[src/rtl/twsh_pkg.sv]
package twsh_pkg;
  localparam int DW = 8;

  typedef enum logic [1:0] {
    ADDR_SHIFT = 2'd0,
    ADDR_CMP   = 2'd1,
    ADDR_CTRL  = 2'd2
  } reg_addr_e;

  localparam int CTRL_EN_BIT    = 0;
  localparam int CTRL_IRQ_BIT   = 1;
  localparam int STAT_MATCH_BIT = 2;
endpackage

[src/rtl/twsh_sync.sv]
module twsh_sync #(
  parameter int STAGES = 2,
  parameter bit RESET_VAL = 1'b1
) (
  input  logic clk,
  input  logic rst_n,
  input  logic d,
  output logic q
);
  logic [STAGES-1:0] chain;

  always_ff @(posedge clk or negedge rst_n) begin
    if (!rst_n) chain <= {STAGES{RESET_VAL}};
    else        chain <= {chain[STAGES-2:0], d};
  end

  assign q = chain[STAGES-1];
endmodule

[src/rtl/twsh_clkgen.sv]
module twsh_clkgen #(
  parameter int HALF_DIV = 4
) (
  input  logic clk,
  input  logic rst_n,
  input  logic run,
  output logic scl,
  output logic fall_tick,
  output logic rise_tick
);
  localparam int CW = (HALF_DIV > 1) ? $clog2(HALF_DIV) : 1;
  localparam logic [CW-1:0] LAST = CW'(HALF_DIV - 1);

  logic [CW-1:0] cnt;
  logic          wrap;

  assign wrap      = run && (cnt == LAST);
  assign fall_tick = wrap && scl;
  assign rise_tick = wrap && !scl;

  always_ff @(posedge clk or negedge rst_n) begin
    if (!rst_n) begin
      cnt <= '0;
      scl <= 1'b1;
    end else if (!run) begin
      cnt <= '0;
      scl <= 1'b1;
    end else if (wrap) begin
      cnt <= '0;
      scl <= ~scl;
    end else begin
      cnt <= cnt + 1'b1;
    end
  end
endmodule

[src/rtl/twsh_shifter.sv]
module twsh_shifter #(
  parameter int DW = 8
) (
  input  logic          clk,
  input  logic          rst_n,
  input  logic          load,
  input  logic [DW-1:0] load_data,
  input  logic          start,
  input  logic          fall_tick,
  input  logic          rise_tick,
  input  logic          line_bit,
  output logic          busy,
  output logic          done,
  output logic          oe,
  output logic [DW-1:0] sreg
);
  localparam int BW = $clog2(DW);
  localparam logic [BW-1:0] LAST_BIT = BW'(DW - 1);

  logic [BW-1:0] bit_cnt;

  assign done = busy && rise_tick && (bit_cnt == LAST_BIT);

  always_ff @(posedge clk or negedge rst_n) begin
    if (!rst_n) begin
      sreg    <= '0;
      busy    <= 1'b0;
      oe      <= 1'b0;
      bit_cnt <= '0;
    end else begin
      if (load) sreg <= load_data;
      if (start) begin
        busy    <= 1'b1;
        bit_cnt <= '0;
      end
      if (busy && fall_tick) oe <= ~sreg[DW-1];
      if (busy && rise_tick) begin
        sreg    <= {sreg[DW-2:0], line_bit};
        bit_cnt <= bit_cnt + 1'b1;
        if (bit_cnt == LAST_BIT) begin
          busy <= 1'b0;
          oe   <= 1'b0;
        end
      end
    end
  end
endmodule

[src/rtl/twowire_shifter.sv]
module twowire_shifter
  import twsh_pkg::*;
#(
  parameter int HALF_DIV    = 4,
  parameter int SYNC_STAGES = 2
) (
  input  logic          clk,
  input  logic          rst_n,
  input  logic          wr_en,
  input  logic [1:0]    wr_addr,
  input  logic [DW-1:0] wr_data,
  input  logic [1:0]    rd_addr,
  output logic [DW-1:0] rd_data,
  output logic          irq,
  output logic          scl_out,
  output logic          sda_oe,
  input  logic          sda_in
);
  logic          busy, done, fall_tick, rise_tick, line_bit;
  logic          en_q, irq_q, match_hold, match;
  logic [DW-1:0] sreg, cmp_q;
  logic          wr_shift, wr_cmp, wr_ctrl, load, start;

  assign wr_shift = wr_en && (wr_addr == ADDR_SHIFT);
  assign wr_cmp   = wr_en && (wr_addr == ADDR_CMP);
  assign wr_ctrl  = wr_en && (wr_addr == ADDR_CTRL);
  assign load     = wr_shift && !busy;
  assign start    = load && en_q && scl_out;

  twsh_sync #(.STAGES(SYNC_STAGES), .RESET_VAL(1'b1)) u_sync (
    .clk(clk), .rst_n(rst_n), .d(sda_in), .q(line_bit)
  );

  twsh_clkgen #(.HALF_DIV(HALF_DIV)) u_clk (
    .clk(clk), .rst_n(rst_n), .run(busy),
    .scl(scl_out), .fall_tick(fall_tick), .rise_tick(rise_tick)
  );

  twsh_shifter #(.DW(DW)) u_shift (
    .clk(clk), .rst_n(rst_n), .load(load), .load_data(wr_data),
    .start(start), .fall_tick(fall_tick), .rise_tick(rise_tick),
    .line_bit(line_bit), .busy(busy), .done(done), .oe(sda_oe), .sreg(sreg)
  );

  always_ff @(posedge clk or negedge rst_n) begin
    if (!rst_n) begin
      en_q       <= 1'b0;
      irq_q      <= 1'b0;
      cmp_q      <= '0;
      match_hold <= 1'b1;
    end else begin
      if (wr_cmp)  cmp_q <= wr_data;
      if (wr_ctrl) en_q  <= wr_data[CTRL_EN_BIT];
      if (done)
        irq_q <= 1'b1;
      else if (wr_ctrl && !wr_data[CTRL_IRQ_BIT])
        irq_q <= 1'b0;
      if (!busy) match_hold <= (sreg == cmp_q);
    end
  end

  assign match = busy ? match_hold : (sreg == cmp_q);
  assign irq   = irq_q;

  always_comb begin
    unique case (rd_addr)
      ADDR_SHIFT: rd_data = sreg;
      ADDR_CMP:   rd_data = cmp_q;
      ADDR_CTRL: begin
        rd_data = '0;
        rd_data[CTRL_EN_BIT]    = en_q;
        rd_data[CTRL_IRQ_BIT]   = irq_q;
        rd_data[STAT_MATCH_BIT] = match;
      end
      default:    rd_data = '0;
    endcase
  end
endmodule

[config.mk]
export PLATFORM = sky130hd
export DESIGN_NAME = twowire_shifter
export DESIGN_NICKNAME = d
export VERILOG_FILES = /design/src/rtl/twsh_pkg.sv /design/src/rtl/twsh_sync.sv /design/src/rtl/twsh_clkgen.sv /design/src/rtl/twsh_shifter.sv /design/src/rtl/twowire_shifter.sv
export SDC_FILE = /design/constraint.sdc
export NUM_CORES = 1
export LEC_CHECK = 0
export BUFFER_PORTS_ARGS = -buffer_cell sky130_fd_sc_hd__buf_2
export CORE_ASPECT_RATIO = 1.4
export CORE_MARGIN = 8
export CORE_UTILIZATION = 55
export DETAILED_ROUTE_END_ITERATION = 8
export PLACE_DENSITY = 0.83
export SKIP_LAST_GASP = 1
export SLEW_MARGIN = 15
export SYNTH_ARGS = -nofsm -noshare
export SYNTH_HDL_FRONTEND = slang
export SYNTH_SLANG_ARGS = --single-unit
[constraint.sdc]
create_clock -name clk -period 3.43 [get_ports clk]
set_input_delay 0.8575 -clock clk [delete_from_list [all_inputs] [get_ports clk]]
set_output_delay 0.8575 -clock clk [all_outputs]
set_load 0.005 [all_outputs]
==> impl_results.md, run 1 <==
* Outcome: finished, final reports clean
* Pre-CTS setup slack at 0.847 ns
* Die H at 76.4 um
* Post-Synth Adder-Cell Area at 0.0262
* Final nets at 179
* Tcrit/Tclk final at 0.760
* Overall routed net length at 3070 um
* Antenna diodes at 0
* Worst r2r dst: u_shift.bit_cnt[0]$_DFFE_PN0P_
* Final worst path period need at 2.61 ns
* Ys async rst share at 1.00
* R2r setup slk at 1.63 ns
* DR DRC count at 0
* Worst Hold Class: reg2reg
* Mean Syn Cell Area at 10.9 um^2
* Final core occ at 0.635
* Non-filler cells, final at 197
* Worst Setup SP: u_shift.sreg[0]$_DFFE_PN0P_
* Worst Max-Slew Pin Slew at 0.701 ns
* Multi-input logic area at 657 um^2
* Grt ovf at 0
* Static Leak at 0.809 nW
* Power Density at 646 nW/um^2
* Share of cells above drive strength 1 at 0.286
* RSZ-0062 raised after global routing: no
* CP arrival at 1.75 ns
* Clock Latency Late Sink at 0.33 ns
* Post-DP Area at 1580 um^2
* Sequential area share after synthesis at 0.509
* Simple-gate portion of the synthesized area at 0.153
* Post-DR wirelength/cell at 15.6 um
* CP Capture Type: output port
* Syn. warnings at 0
* FILL cells at 237
* Top cells by area, synth: dfrtp_1 (44%), dfstp_2 (7.3%), mux2_2 (7.1%)
* # setup viols final at 0
* Drt first pass iters at 4
* I/O pin cnt at 27
* Clk sink count at 29
* Postcts setup bufs at 0
* Via/cell ratio at 5.58
* Worst-path maximum fanout at 4
* Critical-path cell list: xor2_1, a2111oi_1, nand4_1, o21ai_1, buf_2
* Vias at 1099
* Worst Path Buf+Inv at 1
* Largest family of logic cells by synthesized area: simple AND/OR/NAND/NOR gates
* Mapped Cells at 132
* Synth area leader: dfrtp_1
* Initial Util at 0.561
* Final ANT Viol Nets at 0
* Gpl congestion at 0.856
* Reg2reg path depth at 4
* Core ar. at 2560 um^2
* Number of DRC markers in iteration 0 at 28
* Register bit total from synthesis at 29
* Post-layout instance area at 1630 um^2
* Max incr delay on CP at 0.44 ns
* Die area at 4520 um^2
* Chip width at 59.2 um
* Slowest library cell on the worst path: dfrtp_1
* RR Startpoint: u_shift.busy$_DFF_PN0_
* Rel. slew slack at 0.530
* CTS buffer count at 5
* Worst Path Required at 2.57 ns
* Row Count at 22
* FF/Latch Area at 731 um^2
* Yosys top cell area share at 0.436
* First-pass GRT wire length at 5240 um
* Placed Instances at 189
* CP Capture Point: rd_data[2]
* Final worst-path setup slack at 0.823 ns
* Largest net degree at the start of global routing at 30
* Syn_nets at 151
* GRT Overall Usage at 0.149
* Top Family by Delay on Critical Path: compound AO/OA/AOI/OAI gates
* Post-synthesis cell type count at 32
* Post-synth top cells: nand2_1 (26), dfrtp_1 (25), mux2_2 (9)
* Final Hold Viols at 0
* Levels on crit path at 5
* Crit path launch type: flip-flop
* Compound-gate portion of the synthesized area at 0.103
* CP Class: reg2out
* CTS tree: yes
* Synthesized area at 1440 um^2
* Worst-path clk slew at 0.08 ns
* Most frequent cell after synthesis: nand2_1
* Post-DP HPWL at 2370 um
* XOR/XNOR share of the synthesized area at 0.0488
* Clock buffer depth at 2
* Number of synthesized flops with an enable pin at 0
* Root Driver: clkbuf_4
* Clk_skew at 0.00753 ns
* Vias in the first global route at 1174
* Area delta synth->final at 13.3%
* CTS resizes at 0
* H-Tree Level Count at 2
* # port buffers at 26
* Peak VDD IR at 301 uV
* Max Cap Viol at 0
* Final Slew Violations at 0
* Main flop type after synthesis: dfrtp_1
* Fmax at 384 MHz
* Post-synthesis mux area share at 0.126
* Setup TNS at 0 ns
* Cts-stage hold buffer count at 0
* Antenna violations before repair at 0
-- metrics by stage --
stage          total power, mW  hold WS, ns
2_1_floorplan            0.756        0.345
3_3_place_gp             0.849        0.346
3_5_place_dp             0.871        0.350
4_1_cts                   1.06        0.362
5_1_grt                   1.13        0.363
6_report                  1.05        0.360
-- power by group --
part	leakage [nW]	internal, mW	switching, mW
registers	0.352	0.448	0.110
logic	0.431	0.154	0.150
clock network	0.0265	0.0814	0.108
total	0.809	0.683	0.368
-- layer usage --
metal,vias to the layer above,GRT usage,share of wire
met4,0,0.0649,0.018
met3,6,0.0608,0.070
li1,518,-,-
met5,-,0,0
met1,542,0.153,0.38
met2,33,0.253,0.53
-- cell families (layout without fill, tap and decap cells) --
| family | after synthesis | count (layout) |
|---|---|---|
| AND/OR/NAND/NOR | 45 | 45 |
| flip-flops | 29 | 29 |
| AO/OA/AOI/OAI | 21 | 21 |
| multiplexers | 17 | 17 |
| buffers and inverters | 9 | 38 |
| XOR/XNOR | 8 | 8 |
| adder cells (fa/ha/maj) | 3 | 3 |
-- cell type report --
class                   count  share of cell area
clock buffers               8              0.0300
inverters                   4             0.00923
multi-input cells          94               0.404
flip-flops and latches     29               0.449
well taps                  36              0.0277
repair buffers             26              0.0800
-- worst reg2reg max path: stages (launching register included) --
cell      delay [ns]
dfrtp_1         0.47
nor4b_4         0.69
nand3_1         0.28
nand3b_1        0.15
o31ai_1         0.09
-- cell usage in the layout, fill, tap and decap left out, types with 2 or more instances in the layout --
cell	Yosys	routed
nand2_1	26	26
buf_2	2	26
dfrtp_1	25	25
mux2_2	9	9
mux2i_1	8	8
a22oi_1	7	7
xor2_1	6	6
nor2_1	6	6
o21ai_0	5	5
clkbuf_4	0	5
inv_1	4	4
dfstp_2	4	4
nor3_1	3	3
nand3b_1	3	3
ha_1	3	3
clkbuf_1	1	3
xnor2_1	2	2
o21ai_1	2	2
o31ai_1	2	2
-- state kept, by name, summed over array words and instances, names as in the netlist --
signal and flops:
cmp_q 8, en_q 1, irq 1, match_hold 1, u_clk.cnt 2, u_clk.scl 1, u_shift.bit_cnt 3, u_shift.busy 1
u_shift.oe 1, u_shift.sreg 8, u_sync.chain 2
-- worst min-delay path by stage --
| stage | from | to | cells past startpoint |
|---|---|---|---|
| after global placement | u_sync.chain[0]$_DFF_PN1_ | u_sync.chain[1]$_DFF_PN1_ | 0 |
| after global routing | u_sync.chain[0]$_DFF_PN1_ | u_sync.chain[1]$_DFF_PN1_ | 0 |
| after CTS | u_sync.chain[0]$_DFF_PN1_ | u_sync.chain[1]$_DFF_PN1_ | 0 |
| final | u_sync.chain[0]$_DFF_PN1_ | u_sync.chain[1]$_DFF_PN1_ | 0 |
| after detailed placement | u_sync.chain[0]$_DFF_PN1_ | u_sync.chain[1]$_DFF_PN1_ | 0 |
| after floorplan | u_sync.chain[0]$_DFF_PN1_ | u_sync.chain[1]$_DFF_PN1_ | 0 |
No activity file was read; power rests on OpenSTA's default activity.
==> run 2: changes to the inputs <==
CORE_UTILIZATION = 49   (was 55)
PLACE_DENSITY = 0.79   (was 0.83)
clock period = 2.3 ns   (was 3.43 ns; I/O delays follow)
==> run 2 against run 1 <==
Net effect:
- core utilization is 3.0 points lower
- first-iteration DRC count grew 14%
- global-route usage up 0.82 points
- sequential cell count unchanged
- clock power is 150% higher
- die area up 9.3%
- register-to-register slack got worse by 1.1 ns
- power rose by 73%
- routed wire length increased by 13%
- non-clock buffer count rose by 3
- cell count increased by 2.0%
==> impl_results.md, run 2 (synthesis results as in run 1) <==
* CTS buffer count at 5 (unchanged)
* Critical-path cell list: xor2_1, a2111oi_2, nand4_1, o21ai_1, buf_2
* Worst r2r dst: u_shift.sreg[5]$_DFFE_PN0P_
* Int Pwr at 1.19 mW (+75%)
* First-pass GRT wire length at 5720 um (+9.2%)
* Number of DRC markers in iteration 0 at 32 (+14%)
* Power Density at 1070 nW/um^2 (+65%)
* I/O pin cnt at 27 (unchanged)
* Final worst-path setup slack at 0.00933 ns (-0.814 ns)
* Most crowded layer after global routing: met2
* Share of cells above drive strength 1 at 0.323 (+0.0375)
* Overall routed net length at 3480 um (+13%)
* Peak VDD IR at 690 uV (+130%)
* Setup TNS at 0 ns (unchanged)
* R2r setup slk at 0.57 ns (-1.06 ns)
* Row Count at 23 (+4.5%)
* Final nets at 182 (+1.7%)
* Met3 GRT Util at 0.0484 (-0.0124)
* RSZ-0062 raised after global routing: yes
* Clock Latency Late Sink at 0.28 ns (-0.05 ns)
* Chip width at 61.7 um (+4.3%)
* CP Capture Type: output port
* CTS tree: yes
* Clock buffer depth at 2 (unchanged)
* Pwr Total at 1.82 mW (+73%)
* GRT met2 Usage at 0.264 (+0.0107)
* Fmax at 437 MHz
* Crit path launch type: flip-flop
* Die area at 4940 um^2 (+9.3%)
* Vias in the first global route at 1204 (+2.6%)
* Initial Util at 0.509 (-0.0517)
* Largest registers: cmp_q x8, u_shift.sreg x8, u_shift.bit_cnt x3
* Clk sink count at 29 (unchanged)
* Worst hold slack at 0.321 ns (-0.0393 ns)
* Largest net degree at the start of global routing at 30 (unchanged)
* Post-DP HPWL at 2630 um (+11%)
* Max incr delay on CP at 0.42 ns (-0.02 ns)
* Final Hold Viols at 0 (unchanged)
* Cts-stage hold buffer count at 0 (unchanged)
* Final worst path period need at 2.29 ns
* Root Driver: clkbuf_8
* Final core occ at 0.606 (-0.0298)
* Final ANT Viol Nets at 0 (unchanged)
* Share of power burned in registers at 0.467 (-0.063)
* Post-layout instance area at 1710 um^2 (+5.0%)
* Grt ovf at 0 (unchanged)
* Worst Path Required at 1.73 ns (-0.84 ns)
* Area delta synth->final at 19.0%
* Antenna violations before repair at 0 (unchanged)
* Psw at 0.629 mW (+71%)
* Most frequent cells in the layout: nand2_1 (26), buf_2 (26), dfrtp_1 (25)
* Worst Max-Slew Pin Slew at 0.660 ns (-0.0415 ns)
* # port buffers at 26 (unchanged)
* Pre-CTS setup slack at 0.215 ns (-0.632 ns)
* Worst-path clk slew at 0.06 ns (-0.02 ns)
* CP arrival at 1.72 ns (-0.03 ns)
* Antenna diodes at 0 (unchanged)
* Rel. slew slack at 0.560 (+0.0296)
* Final Slew Violations at 0 (unchanged)
* GRT Overall Usage at 0.157 (+0.00823)
* Die H at 80.0 um (+4.7%)
* Slowest library cell on the worst path: dfrtp_1
* RR Startpoint: u_clk.cnt[0]$_DFF_PN0_
* Placed Instances at 191 (+1.1%)
* # setup viols final at 0 (unchanged)
* Post-DR wirelength/cell at 17.3 um (+11%)
* Drt first pass iters at 4 (unchanged)
* Net Sw Frac at 0.345 (-0.00529)
* FILL cells at 250 (+5.5%)
* Static Leak at 0.853 nW (+5.4%)
* Tcrit/Tclk final at 0.996
* Grt met1 use at 0.174 (+0.0207)
* Via/cell ratio at 5.55 (-0.47%)
* DR DRC count at 0 (unchanged)
* Gpl congestion at 0.828 (-3.3%)
* Multi-input logic area at 662 um^2 (+0.76%)
* Worst Hold Class: in2async
* Clk_skew at 0.00752 ns (-0.00000347 ns)
* CP Class: reg2out
* Logic pwr share at 0.279 (-0.011)
* Clk network pwr share at 0.255 (+0.075)
* Post-DP Area at 1590 um^2 (+0.56%)
* Worst-path maximum fanout at 4 (unchanged)
* Core ar. at 2820 um^2 (+10%)
* Reg2reg path depth at 4 (unchanged)
* FF/Latch Area at 731 um^2 (unchanged)
* Outcome: finished, final reports clean
* Max Cap Viol at 0 (unchanged)
* Vias at 1116 (+1.5%)
* Non-filler cells, final at 201 (+2.0%)
* H-Tree Level Count at 2 (unchanged)
-- run 2: cell types whose count changed in the layout (fill, tap and decap cells not counted) --
cell,delta
clkbuf_8,+7
clkbuf_4,-5
buf_4,+3
clkbuf_1,-3
a2111oi_1,-1
a2111oi_2,+1
clkinv_2,+1
-- run 2: worst max-delay path by stage --
stage / start / to / depth (start not counted)
final: u_shift.sreg[7]$_DFFE_PN0P_ / rd_data[2] / 5
after global routing: u_shift.sreg[7]$_DFFE_PN0P_ / rd_data[2] / 5
after CTS: u_shift.sreg[6]$_DFFE_PN0P_ / rd_data[2] / 5
after detailed placement: rd_addr[1] / rd_data[2] / 6
after global placement: rd_addr[0] / rd_data[2] / 6
after floorplan: rd_addr[1] / rd_data[2] / 5
-- run 2: layout make-up --
| type | count | area share |
|---|---|---|
| sequential | 29 | 0.428 |
| clock buffer | 7 | 0.0564 |
| clock inverter | 1 | 0.00293 |
| timing repair buffer | 29 | 0.0894 |
| multi-input combinational | 94 | 0.388 |
| inverter | 4 | 0.00879 |
| tap | 37 | 0.0271 |
-- run 2: repair_timing --
item                       in CTS  in global routing
cloned                          0                  0
pin swaps                       1                  3
resized for setup               1                  0
buffers inserted                0                  2
setup endpoints to repair       1                  1
-- run 2: worst max-delay path, delay by kind of cell (launching register included) --
kind / cells / cell delay, ns
DFF: 1 / 0.42
buffers and inverters: 1 / 0.13
xor gates and xnor gates: 1 / 0.19
and+or+nand+nor: 1 / 0.18
AOI/OAI and AO/OA: 2 / 0.51
-- run 2: per-layer routing --
layer  vias to the layer above  wire length (um)  share of wire
met5                         -                 0              0
met4                         0                67          0.019
met3                         7               187          0.054
met2                        27              1870           0.54
met1                       557              1350           0.39
li1                        525                 -              -
-- run 2: power by group through the flow --
| stage | clock (mW) | combinational (mW) | sequential, mW |
|---|---|---|---|
| after detailed placement | 0 | 0.478 | 0.850 |
| after global routing | 0.495 | 0.566 | 0.865 |
| after floorplan | 0 | 0.328 | 0.799 |
| final | 0.464 | 0.508 | 0.850 |
| after global placement | 0 | 0.444 | 0.839 |
| after CTS | 0.474 | 0.492 | 0.843 |
==> run 3: changes to the inputs <==
==> constraint.sdc (replaced) <==
create_clock -name clk -period 2.3 [get_ports clk]
set_input_delay 0.575 -clock clk [delete_from_list [all_inputs] [get_ports clk]]
set_output_delay 0.575 -clock clk [all_outputs]
set_load 0.05 [all_outputs]
==> run 3 against run 2 <==
Net effect:
- clock skew fell by 0.0040 ns
- routed wire length fell by 7.7%
- worst hold slack worse by 0.016 ns
- via count up 0.45%
- core utilization grew 0.62 points
- highest routed layer unchanged
- critical path type unchanged
- global-route usage shrank 0.91 points
- sequential share of layout area fell by 0.43 points
- die area stayed put
- clock power is 1% lower
- maximum frequency is 1.1% higher
- cell count is 0.50% higher
- largest cell class unchanged
- register-to-register slack improved by 0.08 ns
==> impl_results.md, run 3 (synthesis results as in run 1) <==
* Die H at 80.0 um (unchanged)
* Final Hold Viols at 0 (unchanged)
* Initial Util at 0.509 (unchanged)
* Row Count at 23 (unchanged)
* Largest net degree at the start of global routing at 30 (unchanged)
* Peak VDD IR at 775 uV (+12%)
* Max Cap Viol at 0 (unchanged)
* FF/Latch Area at 731 um^2 (unchanged)
* Fmax at 441 MHz (+1.1%)
* Worst-path maximum fanout at 2 (-2)
* CTS buffer count at 5 (unchanged)
* Final nets at 183 (+0.55%)
* Outcome: finished, final reports clean
* Final worst-path setup slack at 0.0332 ns (+0.0238 ns)
* Post-DP Area at 1610 um^2 (+1.2%)
* Via/cell ratio at 5.55 (about the same)
* R2r setup slk at 0.65 ns (+0.08 ns)
* Antenna diodes at 0 (unchanged)
* Final worst path period need at 2.27 ns (-0.0238 ns)
* Antenna violations before repair at 0 (unchanged)
* Worst-path clk slew at 0.06 ns (about the same)
* Post-DR wirelength/cell at 15.9 um (-8.2%)
* Drt first pass iters at 4 (unchanged)
* Clock Latency Late Sink at 0.28 ns (about the same)
* Vias in the first global route at 1159 (-3.7%)
* CP Capture Point: rd_data[2]
* Worst Setup SP: u_shift.sreg[6]$_DFFE_PN0P_
* Share of cells above drive strength 1 at 0.333 (+0.0102)
* Power Density at 1130 nW/um^2 (+6.3%)
* Post-DP HPWL at 2400 um (-8.8%)
* Crit path launch type: flip-flop
* CP Capture Type: output port
* Number of DRC markers in iteration 0 at 40 (+25%)
* # port buffers at 26 (unchanged)
* Clock buffer depth at 2 (unchanged)
* Worst r2r dst: u_shift.sreg[5]$_DFFE_PN0P_
* FILL cells at 256 (+2.4%)
* RR Startpoint: u_shift.busy$_DFF_PN0_
* Final Slew Violations at 0 (unchanged)
* GRT Overall Usage at 0.148 (-0.00915)
* CP arrival at 1.69 ns (-0.03 ns)
* Chip width at 61.7 um (unchanged)
* RSZ-0062 raised after global routing: yes
* Tcrit/Tclk final at 0.986 (-0.0104)
* Post-layout instance area at 1730 um^2 (+1.0%)
* Overall routed net length at 3210 um (-7.7%)
* Final ANT Viol Nets at 0 (unchanged)
* Final core occ at 0.612 (+0.00621)
* Pwr Total at 1.96 mW (+7.4%)
* Root Driver: clkbuf_8
* Largest registers: cmp_q x8, u_shift.sreg x8, u_shift.bit_cnt x3
* Worst Hold Class: in2async
* Reg2reg path depth at 4 (unchanged)
* Gpl congestion at 0.822 (-0.68%)
* I/O pin cnt at 27 (unchanged)
* Pre-CTS setup slack at 0.0977 ns (-0.117 ns)
* Static Leak at 0.861 nW (+0.93%)
* H-Tree Level Count at 2 (unchanged)
* # setup viols final at 0 (unchanged)
* Worst Max-Slew Pin Slew at 0.627 ns (-0.0326 ns)
* First-pass GRT wire length at 5310 um (-7.1%)
* Clk sink count at 29 (unchanged)
* Die area at 4940 um^2 (unchanged)
* Vias at 1121 (+0.45%)
* Clk_skew at 0.00349 ns (-0.00403 ns)
* Multi-input logic area at 666 um^2 (+0.57%)
* Worst hold slack at 0.305 ns (-0.0158 ns)
* Commonest non-fill, non-tap cell in the layout: nand2_1
* Most frequent cells in the layout: nand2_1 (26), dfrtp_1 (25), buf_2 (25)
* DR DRC count at 0 (unchanged)
* CTS tree: yes
* Area delta synth->final at 20.2%
* Core ar. at 2820 um^2 (unchanged)
* Grt ovf at 0 (unchanged)
* Rel. slew slack at 0.582 (+0.0217)
* CP Class: reg2out
* Worst Path Required at 1.73 ns (about the same)
[run 3: cell count changes in the layout (fill, tap and decap cells not counted)]
cell and delta:
buf_6 +1, o21ai_2 +1, buf_4 +1, o21ai_1 +1, o21ai_0 -2, buf_2 -1
[run 3: layout make-up]
class | instances | area share
Clock buffer | 7 | 0.0558
Clock inverter | 1 | 0.00290
Sequential cell | 29 | 0.423
Inverter | 4 | 0.00870
Multi-Input combinational cell | 94 | 0.386
Timing Repair Buffer | 30 | 0.0964
Tap cell | 37 | 0.0268
[run 3: timing repair]
item | CTS | global route
buffers inserted | 1 | 0
gates resized for setup | 3 | 0
hold buffers | 0 | 0
pin swaps | 1 | 0
endpoints found under the setup margin | 1 | 1
[run 3: worst min-delay path by stage]
| stage | start | to | slack (ns) | depth (start not counted) |
|---|---|---|---|---|
| CTS | rst_n | u_shift.sreg[7]$_DFFE_PN0P_ | 0.32 | 1 |
| detailed placement | u_sync.chain[0]$_DFF_PN1_ | u_sync.chain[1]$_DFF_PN1_ | 0.35 | 0 |
| floorplan | rst_n | cmp_q[0]$_DFFE_PN0P_ | 0.28 | 0 |
| global placement | u_sync.chain[0]$_DFF_PN1_ | u_sync.chain[1]$_DFF_PN1_ | 0.35 | 0 |
| finish | rst_n | u_clk.cnt[0]$_DFF_PN0_ | 0.31 | 1 |
| global route | rst_n | u_shift.sreg[7]$_DFFE_PN0P_ | 0.35 | 1 |
[run 3: report_power, final]
| group | switching, mW | internal (mW) | leakage [nW] |
|---|---|---|---|
| registers | 0.159 | 0.669 | 0.352 |
| clock network | 0.188 | 0.270 | 0.0542 |
| logic | 0.416 | 0.255 | 0.455 |
[run 3: through the flow]
step | TNS (ns) | cells
floorplan | 0 | 132
global placement | 0 | 193
detailed placement | 0 | 193
CTS | 0 | 202
global route | -0.0714 | 202
finish | 0 | 202
[run 3: critical path, stage by stage (launching register included)]
cell	delay, ns
dfrtp_1	0.39
xor2_1	0.17
a2111oi_2	0.34
nand4_1	0.17
o21ai_2	0.17
buf_6	0.17
[run 3: per-layer routing]
metal / global-route usage / share of wire / wire, um
met5: 0 / 0 / 0
met4: 0.0892 / 0.022 / 71
met3: 0.0548 / 0.061 / 195
met2: 0.248 / 0.54 / 1720
met1: 0.148 / 0.38 / 1220
